[src/rtl/tsc_pkg.sv]
package tsc_pkg;

    typedef logic [7:0] byte_t;

    localparam int BIT_EN  = 0;
    localparam int BIT_SCK = 1;
    localparam int BIT_DAT = 2;

    localparam int CMD_BITS  = 8;
    localparam int DATA_BITS = 8;

    localparam byte_t CMD_TOD_BASE   = 8'h20;
    localparam byte_t CMD_STATUS     = 8'h30;
    localparam byte_t CMD_CTRL       = 8'h31;
    localparam byte_t CMD_WR_BASE    = 8'h80;
    localparam byte_t CMD_FLAG_ACK   = 8'hB1;
    localparam int    ACK_BIT        = 2;
    localparam byte_t STATUS_CLR_MSK = 8'h18;

    typedef enum logic [2:0] {
        SRC_NONE,
        SRC_RAM,
        SRC_TOD,
        SRC_STAT,
        SRC_CTRL
    } rd_src_e;

    typedef struct packed {
        byte_t sec;
        byte_t min;
        byte_t hour;
        byte_t mday;
        byte_t month;
        byte_t year;
    } tod_t;

    function automatic byte_t ram_default(input int unsigned idx);
        byte_t mul;
        mul = byte_t'((idx * 29) & 255);
        return mul ^ 8'hA5;
    endfunction

    function automatic rd_src_e classify(input byte_t cmd, input int unsigned words);
        if (int'(cmd) < int'(words))              return SRC_RAM;
        if (cmd[7:4] == CMD_TOD_BASE[7:4])        return SRC_TOD;
        if (cmd == CMD_STATUS)                    return SRC_STAT;
        if (cmd == CMD_CTRL)                      return SRC_CTRL;
        return SRC_NONE;
    endfunction

    function automatic byte_t tod_pick(input byte_t cmd, input tod_t t);
        case (cmd[3:0])
            4'h0:    return t.sec;
            4'h1:    return t.min;
            4'h2:    return t.hour;
            4'h4:    return t.mday;
            4'h5:    return t.month;
            4'h6:    return t.year;
            default: return 8'h00;
        endcase
    endfunction

endpackage

[src/rtl/tsc_phase.sv]
module tsc_phase
    import tsc_pkg::*;
#(
    parameter int PH_W   = 5,
    parameter int PH_CAP = CMD_BITS + DATA_BITS + 1
) (
    input  logic       clk,
    input  logic       rst,
    input  logic       wr_en,
    input  logic       en,
    input  logic       sck,
    output logic       cmd_step,
    output logic       dat_step,
    output logic       commit,
    output logic [2:0] bit_sel
);

    localparam int LAST_PH = CMD_BITS + DATA_BITS - 1;

    logic            idle_q;
    logic            sck_q;
    logic [PH_W-1:0] cnt_q;
    logic [PH_W-1:0] ph_cur;
    logic            fall;

    // Phase seen by this write: an idle link starts at 0 as soon as enable is high
    assign ph_cur   = idle_q ? '0 : cnt_q;
    assign fall     = wr_en & en & sck_q & ~sck;
    assign cmd_step = fall && (ph_cur < PH_W'(CMD_BITS));
    assign dat_step = fall && (ph_cur >= PH_W'(CMD_BITS)) && (ph_cur <= PH_W'(LAST_PH));
    assign commit   = fall && (ph_cur == PH_W'(LAST_PH));
    assign bit_sel  = 3'(DATA_BITS - 1) - ph_cur[2:0];

    always_ff @(posedge clk) begin
        if (rst) begin
            idle_q <= 1'b1;
            sck_q  <= 1'b0;
            cnt_q  <= '0;
        end else if (wr_en) begin
            sck_q <= sck;
            if (!en) begin
                idle_q <= 1'b1;
                cnt_q  <= '0;
            end else begin
                idle_q <= 1'b0;
                if (fall)
                    cnt_q <= (ph_cur >= PH_W'(PH_CAP)) ? PH_W'(PH_CAP) : ph_cur + 1'b1;
                else
                    cnt_q <= ph_cur;
            end
        end
    end

    AST_PHASE_CAP: assert property (@(posedge clk) disable iff (rst)
        cnt_q <= PH_W'(PH_CAP));
    AST_QUIET_HOLD: assert property (@(posedge clk) disable iff (rst)
        (wr_en && en && !fall && !idle_q) |=> $stable(cnt_q));
    AST_DROP_IDLE: assert property (@(posedge clk) disable iff (rst)
        (wr_en && !en) |=> (idle_q && cnt_q == '0));

endmodule

[src/rtl/tsc_shift.sv]
module tsc_shift
    import tsc_pkg::*;
(
    input  logic  clk,
    input  logic  rst,
    input  logic  wr_en,
    input  logic  en,
    input  logic  din,
    input  logic  cmd_step,
    input  logic  dat_step,
    output byte_t cmd,
    output byte_t val_new
);

    byte_t      cmd_q;
    logic [6:0] val_q;

    assign cmd     = cmd_q;
    assign val_new = {val_q, din};

    always_ff @(posedge clk) begin
        if (rst) begin
            cmd_q <= '0;
            val_q <= '0;
        end else if (wr_en) begin
            if (!en) begin
                cmd_q <= '0;
                val_q <= '0;
            end else begin
                if (cmd_step) cmd_q <= {cmd_q[6:0], din};
                if (dat_step) val_q <= val_new[6:0];
            end
        end
    end

    AST_CLEAR_ON_DROP: assert property (@(posedge clk) disable iff (rst)
        (wr_en && !en) |=> (cmd_q == 8'h00 && val_q == 7'h00));
    AST_CMD_IDLE: assert property (@(posedge clk) disable iff (rst)
        !cmd_step |=> $stable(cmd_q) || $past(wr_en && !en));

endmodule

[src/rtl/tsc_store.sv]
module tsc_store
    import tsc_pkg::*;
#(
    parameter int    RAM_WORDS   = 32,
    parameter byte_t STATUS_INIT = 8'h90,
    parameter byte_t CTRL_VAL    = 8'h00
) (
    input  logic  clk,
    input  logic  rst,
    input  byte_t cmd,
    input  logic  commit,
    input  byte_t val_new,
    input  tod_t  tod,
    output byte_t src_byte,
    output logic  src_hit,
    output logic  irq_clr
);

    localparam int AW = $clog2(RAM_WORDS);

    byte_t                ram_q [RAM_WORDS];
    byte_t                status_q;
    logic                 irq_q;
    logic [RAM_WORDS-1:0] word_we;
    logic                 wr_ram;
    logic                 ack_flags;
    rd_src_e              src;

    assign wr_ram    = commit && (cmd >= CMD_WR_BASE)
                       && (int'(cmd) < int'(CMD_WR_BASE) + RAM_WORDS);
    assign ack_flags = commit && (cmd == CMD_FLAG_ACK) && val_new[ACK_BIT];

    for (genvar g = 0; g < RAM_WORDS; g++) begin : g_we
        assign word_we[g] = wr_ram && (cmd[AW-1:0] == AW'(g));
    end

    always_ff @(posedge clk) begin
        for (int i = 0; i < RAM_WORDS; i++) begin
            if (rst)             ram_q[i] <= ram_default(i);
            else if (word_we[i]) ram_q[i] <= val_new;
        end
    end

    always_ff @(posedge clk) begin
        if (rst) begin
            status_q <= STATUS_INIT;
            irq_q    <= 1'b0;
        end else begin
            irq_q <= ack_flags;
            if (ack_flags) status_q <= status_q & ~STATUS_CLR_MSK;
        end
    end

    always_comb begin
        src = classify(cmd, RAM_WORDS);
        case (src)
            SRC_RAM:  src_byte = ram_q[cmd[AW-1:0]];
            SRC_TOD:  src_byte = tod_pick(cmd, tod);
            SRC_STAT: src_byte = status_q;
            SRC_CTRL: src_byte = CTRL_VAL;
            default:  src_byte = 8'h00;
        endcase
        src_hit = (src != SRC_NONE);
    end

    assign irq_clr = irq_q;

    AST_STATUS_NO_SET: assert property (@(posedge clk) disable iff (rst)
        1'b1 |=> ((status_q & ~$past(status_q)) == 8'h00));
    AST_IRQ_CAUSE: assert property (@(posedge clk) disable iff (rst)
        irq_q |-> (cmd == CMD_FLAG_ACK && (status_q & STATUS_CLR_MSK) == 8'h00));
    AST_IRQ_PULSE: assert property (@(posedge clk) disable iff (rst)
        irq_q |=> !irq_q || $past(ack_flags));
    AST_ONE_WORD: assert property (@(posedge clk) disable iff (rst)
        $onehot0(word_we));

endmodule

[src/rtl/tod_serial_slave.sv]
module tod_serial_slave
    import tsc_pkg::*;
#(
    parameter int          RAM_WORDS   = 32,
    parameter logic [7:0]  STATUS_INIT = 8'h90,
    parameter logic [7:0]  CTRL_VAL    = 8'h00
) (
    input  logic       clk,
    input  logic       rst,
    input  logic       wr_en,
    input  logic [7:0] wr_byte,
    input  logic [7:0] tod_sec,
    input  logic [7:0] tod_min,
    input  logic [7:0] tod_hour,
    input  logic [7:0] tod_mday,
    input  logic [7:0] tod_month,
    input  logic [7:0] tod_year,
    output logic [7:0] rd_byte,
    output logic [7:0] shift_log,
    output logic       irq_clr
);

    logic       cmd_step, dat_step, commit;
    logic [2:0] bit_sel;
    byte_t      cmd, val_new, src_byte;
    logic       src_hit;
    logic       drive, out_bit;
    byte_t      nxt_byte;
    byte_t      rd_q, log_q;
    tod_t       tod;

    assign tod = '{sec: tod_sec, min: tod_min, hour: tod_hour,
                   mday: tod_mday, month: tod_month, year: tod_year};

    tsc_phase u_phase (
        .clk      (clk),
        .rst      (rst),
        .wr_en    (wr_en),
        .en       (wr_byte[BIT_EN]),
        .sck      (wr_byte[BIT_SCK]),
        .cmd_step (cmd_step),
        .dat_step (dat_step),
        .commit   (commit),
        .bit_sel  (bit_sel)
    );

    tsc_shift u_shift (
        .clk      (clk),
        .rst      (rst),
        .wr_en    (wr_en),
        .en       (wr_byte[BIT_EN]),
        .din      (wr_byte[BIT_DAT]),
        .cmd_step (cmd_step),
        .dat_step (dat_step),
        .cmd      (cmd),
        .val_new  (val_new)
    );

    tsc_store #(
        .RAM_WORDS   (RAM_WORDS),
        .STATUS_INIT (STATUS_INIT),
        .CTRL_VAL    (CTRL_VAL)
    ) u_store (
        .clk      (clk),
        .rst      (rst),
        .cmd      (cmd),
        .commit   (commit),
        .val_new  (val_new),
        .tod      (tod),
        .src_byte (src_byte),
        .src_hit  (src_hit),
        .irq_clr  (irq_clr)
    );

    assign drive   = dat_step && src_hit;
    assign out_bit = src_byte[bit_sel];

    always_comb begin
        nxt_byte          = wr_byte;
        nxt_byte[BIT_DAT] = drive ? out_bit : wr_byte[BIT_DAT];
    end

    always_ff @(posedge clk) begin
        if (rst) begin
            rd_q  <= '0;
            log_q <= '0;
        end else if (wr_en) begin
            rd_q <= nxt_byte;
            if (drive) log_q <= {log_q[6:0], out_bit};
        end
    end

    assign rd_byte   = rd_q;
    assign shift_log = log_q;

    AST_BYTE_PASS: assert property (@(posedge clk) disable iff (rst)
        wr_en |=> (rd_q[7:3] == $past(wr_byte[7:3]) && rd_q[1:0] == $past(wr_byte[1:0])));
    AST_LOG_HOLD: assert property (@(posedge clk) disable iff (rst)
        !wr_en |=> $stable(log_q));
    AST_PASS_DATA: assert property (@(posedge clk) disable iff (rst)
        (wr_en && !dat_step) |=> rd_q[BIT_DAT] == $past(wr_byte[BIT_DAT]));

endmodule

[config.mk]
export PLATFORM = sky130hd
export DESIGN_NAME = tod_serial_slave
export DESIGN_NICKNAME = d
export VERILOG_FILES = /design/src/rtl/tsc_pkg.sv /design/src/rtl/tsc_phase.sv /design/src/rtl/tsc_shift.sv /design/src/rtl/tsc_store.sv /design/src/rtl/tod_serial_slave.sv
export SDC_FILE = /design/constraint.sdc
export NUM_CORES = 1
export LEC_CHECK = 0
export ABC_AREA = 1
export BUFFER_PORTS_ARGS = -buffer_cell sky130_fd_sc_hd__buf_4
export CAP_MARGIN = 20
export CORE_MARGIN = 2
export CORE_UTILIZATION = 35
export DETAILED_ROUTE_END_ITERATION = 16
export MAX_ROUTING_LAYER = met4
export PLACE_DENSITY_LB_ADDON = 0.25
export SLEW_MARGIN = 20
export SYNTH_ARGS = -nofsm -noshare
export SYNTH_HDL_FRONTEND = slang
export SYNTH_HIERARCHICAL = 1
export SYNTH_SLANG_ARGS = --single-unit
[constraint.sdc]
create_clock -name clk -period 3.4 [get_ports clk]
set_input_delay 0.51 -clock clk [delete_from_list [all_inputs] [get_ports clk]]
set_output_delay 0.51 -clock clk [all_outputs]
set_load 0.01 [all_outputs]
# --- Word-level counts from Yosys, hierarchy flattened ---
# Memory sizes are Yosys's and may differ from the RTL's. A register that Yosys moved wholly into a read port is not among the register bits.
# Cells that the tools add are included.
# W data, S select, Z words.
totals:
  reg_bits: 40
  input_bits: 59
  ramBits: 256
  output_inout_bits: 17
  mem_count: 1
mem_list:
  columns: ["memory", "depth", "word_bits", "rd", "rd_clocked_by_memory_dff", "write_ports", "line_no", "source"]
  rows:
  - ["u_store.ram_q", 32, 8, 1, 1, 32, "tsc_store.sv:21", "byte_t ram_q [RAM_WORDS];"]
op_classes:
  n_eq_ne: 46
  n_lt_le_gt_ge: 8
  mux: 164
  n_addsub: 2
  bitwise_logic: 36
  reduce_logical: 47
op_table:
  columns: ["operator", "count"]
  rows:
  - ["$mux W8", 34]
  - ["$mux W1", 111]
  - ["$eq A5 B5 Y1 const B", 16]
  - ["$pmux W8 S6", 1]
  - ["$eq A5 B4 Y1 const B", 9]
  - ["$logic_and A1 B1 Y1", 41]
  - ["$or A1 B1 Y1", 32]
  - ["$mux W5", 6]
  - ["$mux W3", 8]
  - ["$pmux W8 S3", 1]
  - ["$eq A5 B3 Y1 const B", 4]
  - ["$eq A8 B6 Y1 const B", 2]
  - ["$mux W7", 2]
  - ["$eq A4 B3 Y1 const B", 3]
  - ["$eq A5 B2 Y1 const B", 2]
  - ["$eq A4 B2 Y1 const B", 2]
  - ["$eq A8 B8 Y1 const B", 1]
  - ["$ge A8 B8 Y1 const B", 1]
  - ["$lt A8 B6 Y1 const B", 1]
  - ["$lt A8 B8 Y1 const B", 1]
  - ["$eq A3 B2 Y1 const B", 2]
  - ["$reduce_and A2 Y1", 3]
  - ["$add A5 B1 Y5 const B", 1]
  - ["$eq A5 B1 Y1 const B", 1]
  - ["15 further kinds", 18]

# --- Logic depth before layout (Yosys ltp) ---
depth:
  depth_word: 17
  mapped_depth: 18

# --- By module ---
# Netlist, hierarchy kept.
by_module_without_submodules:
  columns: ["module", "n_inst", "area_per_inst_um2", "cells_each", "seq_area_each_um2"]
  rows:
  - ["tsc_store", 1, 12948.7, 1498, 7727.4]
  - ["tsc_shift", 1, 705.7, 108, 300.3]
  - ["tod_serial_slave", 1, 676.9, 94, 320.3]
  - ["tsc_phase", 1, 471.7, 74, 140.1]

# --- Worst setup path after synthesis ---
# OpenSTA, ideal clock, no wires.
synth_path:
  path_type: "reg2reg"
  from: "register u_phase.idle_q"
  to: "memory u_store/ram_q[0][0] (netlist bit), enable pin"
  stages_incl_launch_ff: 16
  n_path_buf: 2
  slack_ns: 0.351
  period_less_slack_ns: 3.049
  setup_ns: 0.384
  arrival_time_ns: 2.665
  cell_sequence: "dfxtp_1 inv_2 nand2_1 inv_1 ha_1 nand3_1 nor2_1 ha_1 inv_1 nor2_4 nand3_2 nor2_4 inv_1 buf_6 clkbuf_1 o21ai_0"
synth_rtl:
  columns: ["item", "line_no", "source"]
  rows:
  - ["from (decl)", "tsc_phase.sv:20", "logic idle_q;"]
  - ["from (signal assigned)", "tsc_phase.sv:36", "idle_q <= 1'b1;"]
  - ["from (signal assigned)", "tsc_phase.sv:42", "idle_q <= 1'b1;"]
  - ["from (signal assigned)", "tsc_phase.sv:45", "idle_q <= 1'b0;"]
  - ["to (decl)", "tsc_store.sv:21", null]

==> impl_metrics.yaml <==
die:
  die_height_um: 210
  ioPinCount: 76
  die_area_um2: 44000
  design.core.area_um2: 41900
  die_w_um: 210
  floorplan.rows: 75
  initial_core_util_pct: 35.4
timing:
  final.setup.worst_slack_ns: 0.310
  grt_setup_unrepaired: "false"
  final_min_period_over_clock_period_pct: 90.9
  final_report_max_slew_violation_count: 0
  maxClockFrequency_mhz: 324
  timing.max_slew.rel_slack_pct: 34.3
  timing_worst_slew_pin_value_ns: 0.985
  setup-violations-final: 0
  setup-tns-final_ns: 0
  clock_period_minus_worst_slack_ns: 3.09
  worst_clock_skew_ns: 0.0318
  hold_violations: 0
final_layout:
  area_growth_pct: 15.3
  fraction_of_layout_instances_using_a_drive_strength_above_1_pct: 14.9
  postLayoutCoreUtil_pct: 40.8
  nets: 1909
  insertedDiodeCount: 0
logic_synthesis:
  avgSynthCellArea_um2: 8.34
  netlist_area_um2: 14800
  postSynth.asyncResetShare_pct: 0
  synth_seq_area_share_pct: 57.3
  synth_top_cell_area_share_pct: 51.9
  synth_enable_flop_cells: 256
  synth_top_area_cell: "sky130_fd_sc_hd__edfxtp_1"
  synth.area.top_cells: "sky130_fd_sc_hd__edfxtp_1, sky130_fd_sc_hd__nand2_1, sky130_fd_sc_hd__nor2_1"
  synth_warnings: 6
  synth.ff_latch_count: 296
  postSynth.topFlopCell: "sky130_fd_sc_hd__edfxtp_1"
  number_of_distinct_library_cell_variants_in_the_gate_level_netlist_after_synthesis: 34
  synthesized_net_count: 1836
  synthCells: 1774
outcome:
  run_status: "completed"
worst_setup_path:
  worstPathRequired_ns: 3.64
  crit_type: "reg -> reg"
  cp-end-kind: "register"
  critical_path.startpoint_type: "register"
  cp_arrival_ns: 3.33
  crit_fanout: 10
  reg2reg_setup_slack_ns: 0.31
global_route:
  grt.met3_usage_pct: 3.44
  gr-max-usage-layer: "met2"
  via_count_of_the_first_global_routing_pass: 11500
  antenna_violations_before_repair: 0
  globalRoute.totalOverflow: 0
  met2_usage_pct: 32.9
  wire_length_of_the_first_global_routing_pass_um: 66600
  grt_util_all_layers_pct: 20.5
  pin_count_of_the_biggest_net_entering_global_routing: 56
  use_met1_pct: 26.8
routing:
  drt_first_pass_iters: 5
  routed_via_density: 4.89
  post-route-drc-count: 0
  iter_0_drt_violations: 925
  vias: 11800
  detail-route-antenna-nets: 0
  wl_um: 43500
  wl_per_cell_um: 18.1
clocking:
  ctsRootBufferMaster: "sky130_fd_sc_hd__clkbuf_16"
  clock_sinks: 296
  htree_num_levels: 2
  number_of_hold_buffers_added_after_cts: 0
  cts_tree: "yes"
  cts.clk_slew.worst_paths_ns: 0.06
  clockBufferDepth: 3
  clock_latency_of_the_later_clocked_register_in_the_worst_skew_pair_ns: 0.55
  tritoncts.num_buffers: 35
power:
  p_sw_uw: 2200
  power.sequential.fraction_pct: 47.7
  worst_ir_drop_on_vdd_mv: 0.270
  pwr-share-comb_pct: 10.8
  power.density_cell_area_nw_per_um2: 497
  cellInternalPower_uw: 6280
  total_leakage_power_uw: 0.00664
  pwr-share-clk_pct: 41.5
  switching_share_pct: 26.0
placement:
  gp_congestion: 0.847
  portBuffers: 75
  place_hpwl_um: 28200
  dpl_worst_slack_ns: 0.300
worst_hold_path:
  hold_path.class: "in -> reg"
job:
  cap_viol_max_count: 0
==> per-stage QoR <==
step / hold WS, ns / total power (µW) / instances / cell area [µm²]
2_1_floorplan: 0.432 / 4660 / 1774 / 14800
3_3_place_gp: 0.449 / 5030 / 2346 / 16000
3_5_place_dp: 0.456 / 5040 / 2346 / 16000
4_1_cts: 0.224 / 8560 / 2406 / 17000
5_1_grt: 0.239 / 8800 / 2409 / 17100
6_report: 0.245 / 8480 / 2409 / 17100
==> placed cells by master, fill, tap and decap left out, types with 2 or more instances in the layout <==
master                      netlist  routed
sky130_fd_sc_hd__nor2_4           6       6
sky130_fd_sc_hd__nand4_1          6       6
sky130_fd_sc_hd__nand2_2          8       8
sky130_fd_sc_hd__inv_2           42      48
sky130_fd_sc_hd__nand2_4          2       2
sky130_fd_sc_hd__nand2_1        850     850
sky130_fd_sc_hd__o21ai_0         33      33
sky130_fd_sc_hd__buf_4            5     118
sky130_fd_sc_hd__ha_1             3       3
sky130_fd_sc_hd__inv_6            0       2
sky130_fd_sc_hd__dfxtp_1         40      38
sky130_fd_sc_hd__clkinv_2         1       9
sky130_fd_sc_hd__nor3_4          22      22
sky130_fd_sc_hd__buf_12           0       2
sky130_fd_sc_hd__clkbuf_1        41       4
sky130_fd_sc_hd__clkinv_1         4      10
sky130_fd_sc_hd__inv_1           59      51
sky130_fd_sc_hd__a31oi_1          2       2
sky130_fd_sc_hd__nor3_2           3       3
sky130_fd_sc_hd__clkbuf_16        0      36
sky130_fd_sc_hd__nand3_1         53      53
sky130_fd_sc_hd__nor2_1         233     233
sky130_fd_sc_hd__nor3_1           2       2
sky130_fd_sc_hd__nand3_2          2       2
sky130_fd_sc_hd__edfxtp_1       256     256
sky130_fd_sc_hd__a21oi_1         46      46
sky130_fd_sc_hd__nor2_2           9       9
sky130_fd_sc_hd__o21ai_1          2       2
sky130_fd_sc_hd__clkinv_4         0       2
==> Yosys cell counts (2+ instances only) <==
library cell and n:
sky130_fd_sc_hd__nand2_1 850, sky130_fd_sc_hd__edfxtp_1 256, sky130_fd_sc_hd__nor2_1 233, sky130_fd_sc_hd__inv_1 59, sky130_fd_sc_hd__nand3_1 53, sky130_fd_sc_hd__a21oi_1 46
sky130_fd_sc_hd__inv_2 42, sky130_fd_sc_hd__clkbuf_1 41, sky130_fd_sc_hd__dfxtp_1 40, sky130_fd_sc_hd__o21ai_0 33, sky130_fd_sc_hd__buf_2 27, sky130_fd_sc_hd__nor3_4 22
sky130_fd_sc_hd__nor2_2 9, sky130_fd_sc_hd__nand2_2 8, sky130_fd_sc_hd__buf_1 6, sky130_fd_sc_hd__nand4_1 6, sky130_fd_sc_hd__nor2_4 6, sky130_fd_sc_hd__buf_4 5
sky130_fd_sc_hd__buf_6 5, sky130_fd_sc_hd__clkinv_1 4, sky130_fd_sc_hd__ha_1 3, sky130_fd_sc_hd__nor3_2 3, sky130_fd_sc_hd__a31oi_1 2, sky130_fd_sc_hd__nand2_4 2
sky130_fd_sc_hd__nand3_2 2, sky130_fd_sc_hd__nor3_1 2, sky130_fd_sc_hd__o21ai_1 2
==> cell type report <==
cell class,count,area (µm²)
inverters,106,405
well taps,539,674
fillers,4277,24800
clock inverters,19,128
repair buffers,120,926
clock buffers,41,930
flip-flops and latches,296,8490
multi-input cells,1288,5510
==> repair_timing <==
action | 4_1_cts | 5_1_grt
setup buffers | 0 | 3
gates resized for setup | 0 | 3
setup endpoints to repair | 0 | 57
endpoints found under the hold margin | 0 | 0
==> final timing paths <==
kind	from	depth (start not counted)	end
setup / recovery	u_phase/idle_q	15	u_store/ram_q[6][7]
hold / removal	wr_byte[3]	3	rd_byte[3]
setup reg to reg	u_phase/idle_q	15	u_store/ram_q[6][7]
hold reg to reg	rd_byte[0]	2	rd_byte[0]
==> logic make-up (layout without fill, tap and decap cells) <==
kind of cell	Yosys count	after routing	share of synthesized area, %
simple gates	1200	1200	34.0
flops	296	296	57.3
buf+inv	190	286	5.43
fa+ha+maj	3	3	0.254
compound gates	85	85	2.93
==> worst max-delay path: stages, from the launching register on <==
cell                         delay [ns]
sky130_fd_sc_hd__dfxtp_1           0.33
sky130_fd_sc_hd__inv_2             0.11
sky130_fd_sc_hd__nand2_1           0.21
sky130_fd_sc_hd__inv_1             0.17
sky130_fd_sc_hd__ha_1              0.19
sky130_fd_sc_hd__nand3_1           0.10
sky130_fd_sc_hd__nor2_1            0.11
sky130_fd_sc_hd__ha_1              0.15
sky130_fd_sc_hd__inv_1             0.06
sky130_fd_sc_hd__nor2_4            0.13
sky130_fd_sc_hd__nand3_2           0.15
sky130_fd_sc_hd__nor2_4            0.22
sky130_fd_sc_hd__clkinvlp_4        0.26
sky130_fd_sc_hd__buf_4             0.25
sky130_fd_sc_hd__o21ai_0           0.16
sky130_fd_sc_hd__buf_4             0.20
==> registers in the layout (all words and copies together), names as in the netlist <==
| name | count |
|---|---|
| rd_byte | 8 |
| shift_log | 8 |
| u_phase/cnt_q | 5 |
| u_phase/idle_q | 1 |
| u_phase/sck_q | 1 |
| u_shift/cmd | 8 |
| u_shift/val_q | 7 |
| u_store/irq_clr | 1 |
| u_store/ram_q | 256 |
| u_store/status_q | 1 |
==> per-layer routing <==
metal,vias up,wire length [µm]
met1,5553,19000
met2,365,20500
li1,5786,-
met5,-,0
met4,0,1200
met3,73,2840
==> power groups by stage <==
| stage | sequential [µW] | combinational (µW) | clock, µW |
|---|---|---|---|
| 3_3_place_gp | 4120 | 913 | 0 |
| 2_1_floorplan | 4100 | 553 | 0 |
| 5_1_grt | 4050 | 1010 | 3740 |
| 4_1_cts | 4050 | 919 | 3600 |
| 3_5_place_dp | 4120 | 916 | 0 |
| 6_report | 4050 | 920 | 3520 |
(Power assumes the default switching activity.)
